[src/rtl/ir_msm_pkg.sv]
package ir_msm_pkg;
    typedef enum logic [1:0] {
        ST_OFF   = 2'd0,
        ST_ARM   = 2'd1,
        ST_MARK  = 2'd2,
        ST_SPACE = 2'd3
    } msm_state_e;

    typedef enum logic [1:0] {
        MODE_TIME  = 2'b00,
        MODE_BASE  = 2'b01,
        MODE_FSK   = 2'b10,
        MODE_SPARE = 2'b11
    } msm_mode_e;
endpackage

[src/rtl/ir_msm_tick.sv]
module ir_msm_tick #(
    parameter bit ALLOW_CARRIER_COUNT = 1'b1
) (
    input  logic count_sel,
    input  logic carrier_strobe,
    output logic tick
);
    generate
        if (ALLOW_CARRIER_COUNT) begin : g_sel
            always_comb tick = count_sel ? carrier_strobe : 1'b1;
        end else begin : g_bus_only
            logic unused_in;
            always_comb unused_in = count_sel ^ carrier_strobe;
            always_comb tick = 1'b1;
        end
    endgenerate
endmodule

[src/rtl/ir_msm_timer.sv]
module ir_msm_timer #(
    parameter int CNT_W = 16
) (
    input  logic             clk,
    input  logic             rst_n,
    input  logic             load,
    input  logic             dec,
    input  logic             in_mark,
    input  logic             in_space,
    input  logic [CNT_W-1:0] mark_buf,
    input  logic [CNT_W-1:0] space_buf,
    output logic             mark_last,
    output logic             space_hit
);
    localparam int FULL_W = CNT_W + 1;

    logic [FULL_W-1:0] cnt_q;
    logic [CNT_W-1:0]  spc_q;
    logic              sign;

    always_comb sign = cnt_q[FULL_W-1];

    always_ff @(posedge clk or negedge rst_n) begin
        if (!rst_n) begin
            cnt_q <= '0;
            spc_q <= '0;
        end else if (load) begin
            cnt_q <= {1'b0, mark_buf};
            spc_q <= space_buf;
        end else if (dec) begin
            cnt_q <= cnt_q - 1'b1;
        end
    end

    always_comb begin
        mark_last = (cnt_q == '0);
        space_hit = sign && ((~cnt_q[CNT_W-1:0]) == spc_q);
    end

    // while marking, the sign bit stays clear
    p_mark_sign_clear_r2: assert property (@(posedge clk) disable iff (!rst_n)
        in_mark |-> !sign);
    // while spacing, the counter is negative
    p_space_sign_set_r3: assert property (@(posedge clk) disable iff (!rst_n)
        in_space |-> sign);
    // complement never passes the latched space value
    p_space_bound_r3: assert property (@(posedge clk) disable iff (!rst_n)
        in_space |-> ((~cnt_q[CNT_W-1:0]) <= spc_q));
    // a load captures the mark buffer with a clear sign bit
    p_load_value_r1: assert property (@(posedge clk) disable iff (!rst_n)
        load |=> (cnt_q == {1'b0, $past(mark_buf)}));
endmodule

[src/rtl/ir_msm_fsm.sv]
module ir_msm_fsm
    import ir_msm_pkg::*;
(
    input  logic       clk,
    input  logic       rst_n,
    input  logic       enable,
    input  logic [1:0] mode,
    input  logic       tick,
    input  logic       mark_last,
    input  logic       space_hit,
    output logic       load,
    output logic       dec,
    output logic       in_mark,
    output logic       in_space,
    output logic       gate,
    output logic       carrier_sel,
    output logic       cycle_end
);
    msm_state_e state_q, state_d;
    logic       match;

    always_comb begin
        state_d = state_q;
        if (!enable) begin
            state_d = ST_OFF;                              // T_DISABLE
        end else begin
            unique case (state_q)
                ST_OFF:   state_d = ST_ARM;                // T_ENABLE
                ST_ARM:   if (tick) state_d = ST_MARK;     // T_LOAD
                ST_MARK:  if (tick && mark_last) state_d = ST_SPACE;  // T_UNDERFLOW
                ST_SPACE: if (tick && space_hit) state_d = ST_MARK;   // T_MATCH
                default:  state_d = ST_OFF;
            endcase
        end
    end

    always_ff @(posedge clk or negedge rst_n) begin
        if (!rst_n) state_q <= ST_OFF;
        else        state_q <= state_d;
    end

    always_comb begin
        in_mark  = (state_q == ST_MARK);
        in_space = (state_q == ST_SPACE);
        gate     = (state_q == ST_ARM) || (state_q == ST_MARK);
        match    = enable && tick && in_space && space_hit;
        load     = (enable && tick && (state_q == ST_ARM)) || match;
        dec      = enable && tick && (in_mark || (in_space && !space_hit));
    end

    always_ff @(posedge clk or negedge rst_n) begin
        if (!rst_n) begin
            cycle_end   <= 1'b0;
            carrier_sel <= 1'b0;
        end else begin
            cycle_end <= match;
            if (!enable)
                carrier_sel <= 1'b0;
            else if (match && (mode == MODE_FSK))
                carrier_sel <= !carrier_sel;
        end
    end

    // end-of-cycle is a single-clock pulse
    p_cycle_end_pulse_r5: assert property (@(posedge clk) disable iff (!rst_n)
        cycle_end |=> !cycle_end);
    // the select line moves only at a period boundary while enabled
    p_sel_only_at_boundary_r8: assert property (@(posedge clk) disable iff (!rst_n)
        ($past(enable) && (carrier_sel != $past(carrier_sel))) |-> cycle_end);
    // disabling returns the machine to the off state
    p_idle_when_off_r10: assert property (@(posedge clk) disable iff (!rst_n)
        !enable |=> (state_q == ST_OFF));
endmodule

[src/rtl/ir_msm_out.sv]
module ir_msm_out
    import ir_msm_pkg::*;
(
    input  logic       clk,
    input  logic       rst_n,
    input  logic       enable,
    input  logic [1:0] mode,
    input  logic       gate,
    input  logic       carrier_in,
    input  logic       polarity,
    input  logic       out_latch,
    output logic       tx_out
);
    logic modulated;

    always_comb begin
        unique case (mode)
            MODE_BASE: modulated = gate;
            MODE_TIME, MODE_FSK, MODE_SPARE: modulated = gate & carrier_in;
            default:   modulated = gate & carrier_in;
        endcase
        tx_out = (enable ? modulated : out_latch) ^ polarity;
    end

    // a closed gate drives the inactive level while enabled
    p_closed_gate_idle_r6: assert property (@(posedge clk) disable iff (!rst_n)
        (enable && !gate) |-> (tx_out == polarity));
endmodule

[src/rtl/ir_mark_space_mod.sv]
module ir_mark_space_mod #(
    parameter int CNT_W = 16,
    parameter bit ALLOW_CARRIER_COUNT = 1'b1
) (
    input  logic             clk,
    input  logic             rst_n,
    input  logic             enable,
    input  logic [1:0]       mode,
    input  logic             count_sel,
    input  logic             polarity,
    input  logic             out_latch,
    input  logic [CNT_W-1:0] mark_buf,
    input  logic [CNT_W-1:0] space_buf,
    input  logic             carrier_in,
    input  logic             carrier_strobe,
    output logic             tx_out,
    output logic             carrier_sel,
    output logic             cycle_end
);
    logic tick, load, dec, in_mark, in_space, gate, mark_last, space_hit;

    ir_msm_tick #(.ALLOW_CARRIER_COUNT(ALLOW_CARRIER_COUNT)) u_tick (
        .count_sel      (count_sel),
        .carrier_strobe (carrier_strobe),
        .tick           (tick)
    );

    ir_msm_timer #(.CNT_W(CNT_W)) u_timer (
        .clk       (clk),
        .rst_n     (rst_n),
        .load      (load),
        .dec       (dec),
        .in_mark   (in_mark),
        .in_space  (in_space),
        .mark_buf  (mark_buf),
        .space_buf (space_buf),
        .mark_last (mark_last),
        .space_hit (space_hit)
    );

    ir_msm_fsm u_fsm (
        .clk         (clk),
        .rst_n       (rst_n),
        .enable      (enable),
        .mode        (mode),
        .tick        (tick),
        .mark_last   (mark_last),
        .space_hit   (space_hit),
        .load        (load),
        .dec         (dec),
        .in_mark     (in_mark),
        .in_space    (in_space),
        .gate        (gate),
        .carrier_sel (carrier_sel),
        .cycle_end   (cycle_end)
    );

    ir_msm_out u_out (
        .clk        (clk),
        .rst_n      (rst_n),
        .enable     (enable),
        .mode       (mode),
        .gate       (gate),
        .carrier_in (carrier_in),
        .polarity   (polarity),
        .out_latch  (out_latch),
        .tx_out     (tx_out)
    );
endmodule

[config.mk]
export PLATFORM = sky130hd
export DESIGN_NAME = ir_mark_space_mod
export DESIGN_NICKNAME = d
export VERILOG_FILES = /design/src/rtl/ir_msm_pkg.sv /design/src/rtl/ir_msm_tick.sv /design/src/rtl/ir_msm_timer.sv /design/src/rtl/ir_msm_fsm.sv /design/src/rtl/ir_msm_out.sv /design/src/rtl/ir_mark_space_mod.sv
export SDC_FILE = /design/constraint.sdc
export NUM_CORES = 1
export LEC_CHECK = 0
export ABC_AREA = 1
export ABC_CLOCK_PERIOD_IN_PS = 2000
export CORE_UTILIZATION = 30
export CTS_BUF_LIST = sky130_fd_sc_hd__clkbuf_8 sky130_fd_sc_hd__clkbuf_16
export CTS_CLUSTER_DIAMETER = 80
export DETAILED_ROUTE_END_ITERATION = 7
export SYNTH_ARGS = -nofsm -noshare
export SYNTH_HDL_FRONTEND = slang
export SYNTH_SLANG_ARGS = --single-unit
[constraint.sdc]
create_clock -name clk -period 2 [get_ports clk]
set_input_delay 0.6 -clock clk [delete_from_list [all_inputs] [get_ports clk]]
set_output_delay 0.6 -clock clk [all_outputs]
set_load 0.02 [all_outputs]
### Word-level counts from Yosys, hierarchy flattened

Index checks and enable logic that the tools add are counted.

| storage, ports and cells | value |
|---|---|
| output and inout port bits | 3 |
| register bits | 37 |
| input port bits | 42 |

| operators by class | value |
|---|---|
| equality and inequality tests | 11 |
| reduce and logical (&&, ||, !) cells | 21 |
| muxes and demuxes | 12 |
| bitwise operators | 3 |
| add/subtract/negate cells | 1 |

Operators by type and width:

| cell | count |
|---|---|
| $mux 17 | 2 |
| $logic_not 17->1 | 1 |
| $sub 17x1->17 const B | 1 |
| $eq 16x16->1 | 1 |
| $not 16->16 | 1 |
| $logic_and 1x1->1 | 10 |
| $ne 3x2->1 const B | 3 |
| $eq 2x2->1 const B | 4 |
| $mux 2 | 4 |
| $pmux 2 s4 | 1 |
| $eq 2x1->1 const B | 2 |
| $logic_not 2->1 | 2 |
| $mux 1 | 4 |
| $logic_or 1x1->1 | 3 |
| $reduce_and 3->1 | 1 |
| $reduce_or 3->1 | 1 |
| $logic_not 1->1 | 2 |
| $ne 2x1->1 const B | 1 |
| $pmux 1 s2 | 1 |
| $reduce_bool 2->1 | 1 |
| $and 1x1->1 | 1 |
| $xor 1x1->1 | 1 |

### Depth between registers and ports, before layout

| logic depth | value |
|---|---|
| depth after elaboration | 9 |
| depth in mapped cells | 13 |
| mapped depth without buffers | 12 |

### Modules after synthesis

From an unflattened synthesis, not the netlist that was laid out.

| unflattened totals | value |
|---|---|
| cell total of the unflattened synthesis | 326 |
| area, all modules | 2338.5 µm² |

Modules (own cells, without submodules):

| module | instances | seq. area each (µm²) | cells each | area each (µm²) |
|---|---|---|---|---|
| ir_msm_timer | 1 | 825.8 | 263 | 1944.4 |
| ir_msm_fsm | 1 | 100.1 | 47 | 332.8 |
| ir_msm_out | 1 | 0.0 | 14 | 53.8 |
| ir_msm_tick | 1 | 0.0 | 2 | 7.5 |

### Worst setup path after synthesis

OpenSTA, ideal clock, no wires.

| timing | value |
|---|---|
| path type | in2out |
| start point | in enable |
| end point | out tx_out |
| arrival time | 1.291 ns |
| cell stages on the path | 4 |
| data required time | 1.400 ns |
| setup slack | 0.109 ns |
| buffers on the path | 1 |
| cells stage by stage | buf_2 > nor2_1 > a21oi_1 > xor2_1 |

| between the ends | value |
|---|---|
| cells in the longest elaborated chain, start to end | 2 |

RTL lines:

| what | RTL line | source |
|---|---|---|
| start, declared | ir_mark_space_mod.sv:7 | `input logic enable,` |
| $mux 1 | ir_msm_out.sv:22 | `tx_out = (enable ? modulated : out_latch) ^ polarity;` |
| $xor 1x1->1 | ir_msm_out.sv:22 |  |
| end, declared | ir_mark_space_mod.sv:16 | `output logic tx_out,` |

No other way between the ends.

### Worst setup path after layout

| timing | value |
|---|---|
| start point | reg u_fsm.state_q[0] |
| end point | out tx_out |

| between the ends | value |
|---|---|
| cells in the longest elaborated chain, start to end | 6 |

RTL lines:

| what | RTL line | source |
|---|---|---|
| start, declared | ir_msm_fsm.sv:19 | `msm_state_e state_q, state_d;` |
| start signal, assigned | ir_msm_fsm.sv:39 | `else state_q <= state_d;` |
| $eq 2x1->1 / $eq 2x2->1 (equally long branches) | ir_msm_fsm.sv:45 | `gate = (state_q == ST_ARM) \|\| (state_q == ST_MARK);` |
| $logic_or 1x1->1 (*) | ir_msm_fsm.sv:45 |  |
| $and 1x1->1 | -- |  |
| $pmux 1 s2 (*) | ir_msm_out.sv:17 | `unique case (mode)` |
| $mux 1 (*) | ir_msm_out.sv:22 |  |
| $xor 1x1->1 (*) | ir_msm_out.sv:22 |  |

Every way passes the cells marked *; elsewhere a longest branch is shown, timed or not.

==> results by stage <==
Timing:
- The worst clock skew is 12.0 ps.
- The worst pin sits at a relative slew slack of 70.6%.
- The worst-case hold slack is 253 ps.
- After layout, the worst setup slack is -84.1 ps.
- Setup violations remaining at the end of the flow were counted as 1.
- The number of slew-limit violations in the final report is 0.
- Setup repair after global routing could not meet its margin everywhere.
- Summed over all failing endpoints, the final setup total negative slack is -84.1 ps.
- The number of hold violations in the final report is 0.
- The smallest clock period supported by the final layout is computed as 2080 ps.
- The share of the clock period used by the worst path is 104%.
- For the pin with the worst max-slew slack, the measured transition is 438 ps.
- Static timing analysis puts the maximum clock frequency at 480 MHz.

Global routing:
- The global-route usage over all layers is 16.7%.
- The total global routing overflow is 0.
- The number of global-route vias before repair is 2459.
- The first global-routing pass estimated 11.7 mm of wire.
- The largest net degree at the start of global routing is 38.
- The number of antenna violations at the first check in global routing is 0.

Drt:
- The first-iteration detailed-routing DRC count is 146.
- The total via count in the routed design is 2629.
- Dividing the detail-routed wire length by the instance count gives 12.2 µm.
- For this run, the detailed router's first-pass iteration total came to 4.
- The routed via count divided by cell count is 4.54.
- The total routed wirelength is 7.05 mm.
- The remaining design rule violation count is 0.
- The detail route stage leaves a number of antenna-violating nets equal to 0.

Status:
- The final reports fail on setup timing.
- The flow ran to the end, but the final reports show violations.

Yosys:
- The post-synthesis cell area is 2580 µm².
- The most used flip-flop cell after synthesis is dfrtp_1.
- Counting every net in the synthesized netlist gives 453.
- The average cell area after synthesis is 6.37 µm².
- The count of flip-flops with a built-in enable after synthesis is 0.
- In this run the biggest area consumer among cell types represents 35.9% of the synthesized area.
- Summed over all instances, the cell type with the most area after synthesis is dfrtp_1.
- Of the synthesized area, sequential elements account for 35.9%.
- The synthesized instance count is 405.
- After synthesis the netlist holds a flip-flop and latch count of 37.
- In the synthesized netlist, the cells that appear most often are nand2_1, nor2_1, inv_1, dfrtp_1, nand3_1.
- Sorting the synthesized cells by area gives the leading types as dfrtp_1, nand2_1, nor2_1.
- The fraction of registers with async set/reset is 100%.
- The Yosys step of the flow raised 0 warnings.
- nand2_1 is the most common cell in the netlist.
- After synthesis, the netlist uses 23 different library cells.

Place:
- The pre-CTS setup slack is -778 ps.
- Buffers placed on the I/O ports in this run total 44.
- The routability congestion estimate is 0.834.
- The detailed placement HPWL is 5.05 mm.

Critical path:
- The critical path capture point type is an output pin.
- The beginning of the critical path is u_fsm.state_q[0].
- At the worst endpoint, the required time is 1400 ps.
- The nature of the critical path startpoint is a flip-flop.
- The depth of the worst register-to-register path is 12.
- The reg-to-reg startpoint is u_timer.cnt_q[11].
- The critical-path maximum fanout is 2.
- The setup slack on the worst flop-to-flop path is 140 ps.
- The data arrival time of the worst path is 1480 ps.
- The critical path is of the flip-flop to output pin type.
- The endpoint of the worst-slack reg-to-reg timing path is u_timer.cnt_q[9].

Clock tree:
- After clock tree synthesis, the flow added hold-fix buffers numbering 0.
- The total CTS buffers is 5.
- The H-tree was split into 2 levels.
- The clock passes through at most 2 buffers.
- The clock net in this run drives a total of 37 sinks.
- The buffer cell driving the clock tree root is clkbuf_8.
- The insertion delay to the later sink of the worst-skew pair is 290 ps.
- TritonCTS built the clock tree.
- The clock-pin slew reported for the worst setup and hold paths after clock tree synthesis is 80 ps.

Pwr:
- The net switching power is 1950 µW.
- The clock network is responsible for 12.4% of the overall power.
- Registers are responsible for 33.5% of the overall power.
- The total design power is 4290 µW.
- IR analysis of the VDD net gives a maximum drop of 0.345 mV.
- The cell-internal power is 2340 µW.
- The combinational fraction of design power is 54.0%.
- The switching share of total power is 45.4%.
- For this design the ratio of total power to cell area is 1220 nW/µm².
- The analysis attributes to cell leakage a power of 0.00187 µW.

Die:
- In this run the standard cell core region covers 8260 µm².
- In this run the vertical extent of the chip is 94.8 µm.
- The starting density of the core is 31.3%.
- The die covers 8980 µm².
- The I/O pin count is 45.
- The number of cell rows is 33.
- The horizontal extent of the die is 94.8 µm.

Hold path:
- In this run the worst hold path is classified as input port to async pin.

Final layout:
- The antenna diode count is 0.
- The net count of the finished layout is 522.
- The fraction of layout cells with a size suffix above 1 is 13.7%.
- The area overhead of the layout relative to synthesis is 36.1%.

Job:
- Across the run, the number of max-cap violations was 0.
==> logic make-up (layout without fill, tap and decap cells) <==
family | after synthesis | after routing | share of synthesized area [%]
compound gates | 18 | 18 | 3.88
xor+xnor | 18 | 18 | 6.11
fa+ha+maj | 6 | 6 | 2.91
buf+inv | 66 | 135 | 10.4
flops | 37 | 37 | 35.9
simple gates | 260 | 260 | 40.8
==> power by group through the flow <==
| stage | combinational (µW) | sequential [µW] | clock (µW) |
|---|---|---|---|
| floorplan | 1660 | 1290 | 0 |
| global placement | 2140 | 1440 | 0 |
| detailed placement | 2180 | 1450 | 0 |
| CTS | 2200 | 1440 | 546 |
| global route | 2670 | 1500 | 586 |
| finish | 2320 | 1440 | 533 |
==> worst max path at each step <==
stage	endpoint	slack, ps	cells after the start
2_1_floorplan	tx_out	110	4
3_3_place_gp	tx_out	-760	7
3_5_place_dp	tx_out	-780	7
4_1_cts	tx_out	-120	6
5_1_grt	tx_out	-160	6
6_report	tx_out	-80	6
==> flip-flops by register name (all words and copies together) (netlist names) <==
name	flops
u_fsm.carrier_sel	1
u_fsm.cycle_end	1
u_fsm.state_q	2
u_timer.cnt_q	17
u_timer.spc_q	16
==> area by class of cell <==
cell class,count,area (µm²)
multi-input cells,302,1430
fillers,883,4750
clock buffers,6,82.6
clock inverters,1,3.75
flip-flops and latches,37,930
well taps,105,131
inverters,53,199
repair buffers,75,732
==> metrics by stage <==
step / utilization [%] / instances / cell area (µm²)
after global placement: 39.1 / 558 / 3230
after detailed placement: 39.1 / 558 / 3230
after CTS: 40.9 / 574 / 3380
final: 42.5 / 579 / 3510
after floorplan: - / 405 / 2580
after global routing: 42.5 / 579 / 3510
==> worst max-delay path, stage by stage (launching register included) <==
cell and delay [ps]:
dfrtp_1 350, inv_1 80, ha_4 270, o21ai_2 50
a21oi_2 140, xor2_1 150, buf_4 160
==> metal layers <==
metal  GRT usage (%)  routed length, µm  up-vias  share of wire (%)
met2            27.8               3350       41                 47
met3            2.50                202        5                2.9
met1            22.4               3420     1208                 49
met4            4.17                 77        0                1.1
li1                -                  -     1375                  -
met5               0                  0        -                  0
==> timing repair <==
action / in CTS / in global routing
setup buffers: 10 / 3
gates cloned: 0 / 2
endpoints found under the setup margin: 29 / 24
pin swaps: 7 / 8
gates resized for setup: 12 / 24
==> layout by cell type, fill, tap and decap left out, drive strengths merged, types with 4 or more instances in the layout <==
cell             n
o21ai           14
nor2            55
dfrtp           37
nand3           36
dlygate4sd2      4
nand2          157
buf             31
nand3b           5
xor2            16
clkbuf           9
clkdlybuf4s50   35
ha               6
inv             54
(Power assumes the default switching activity.)
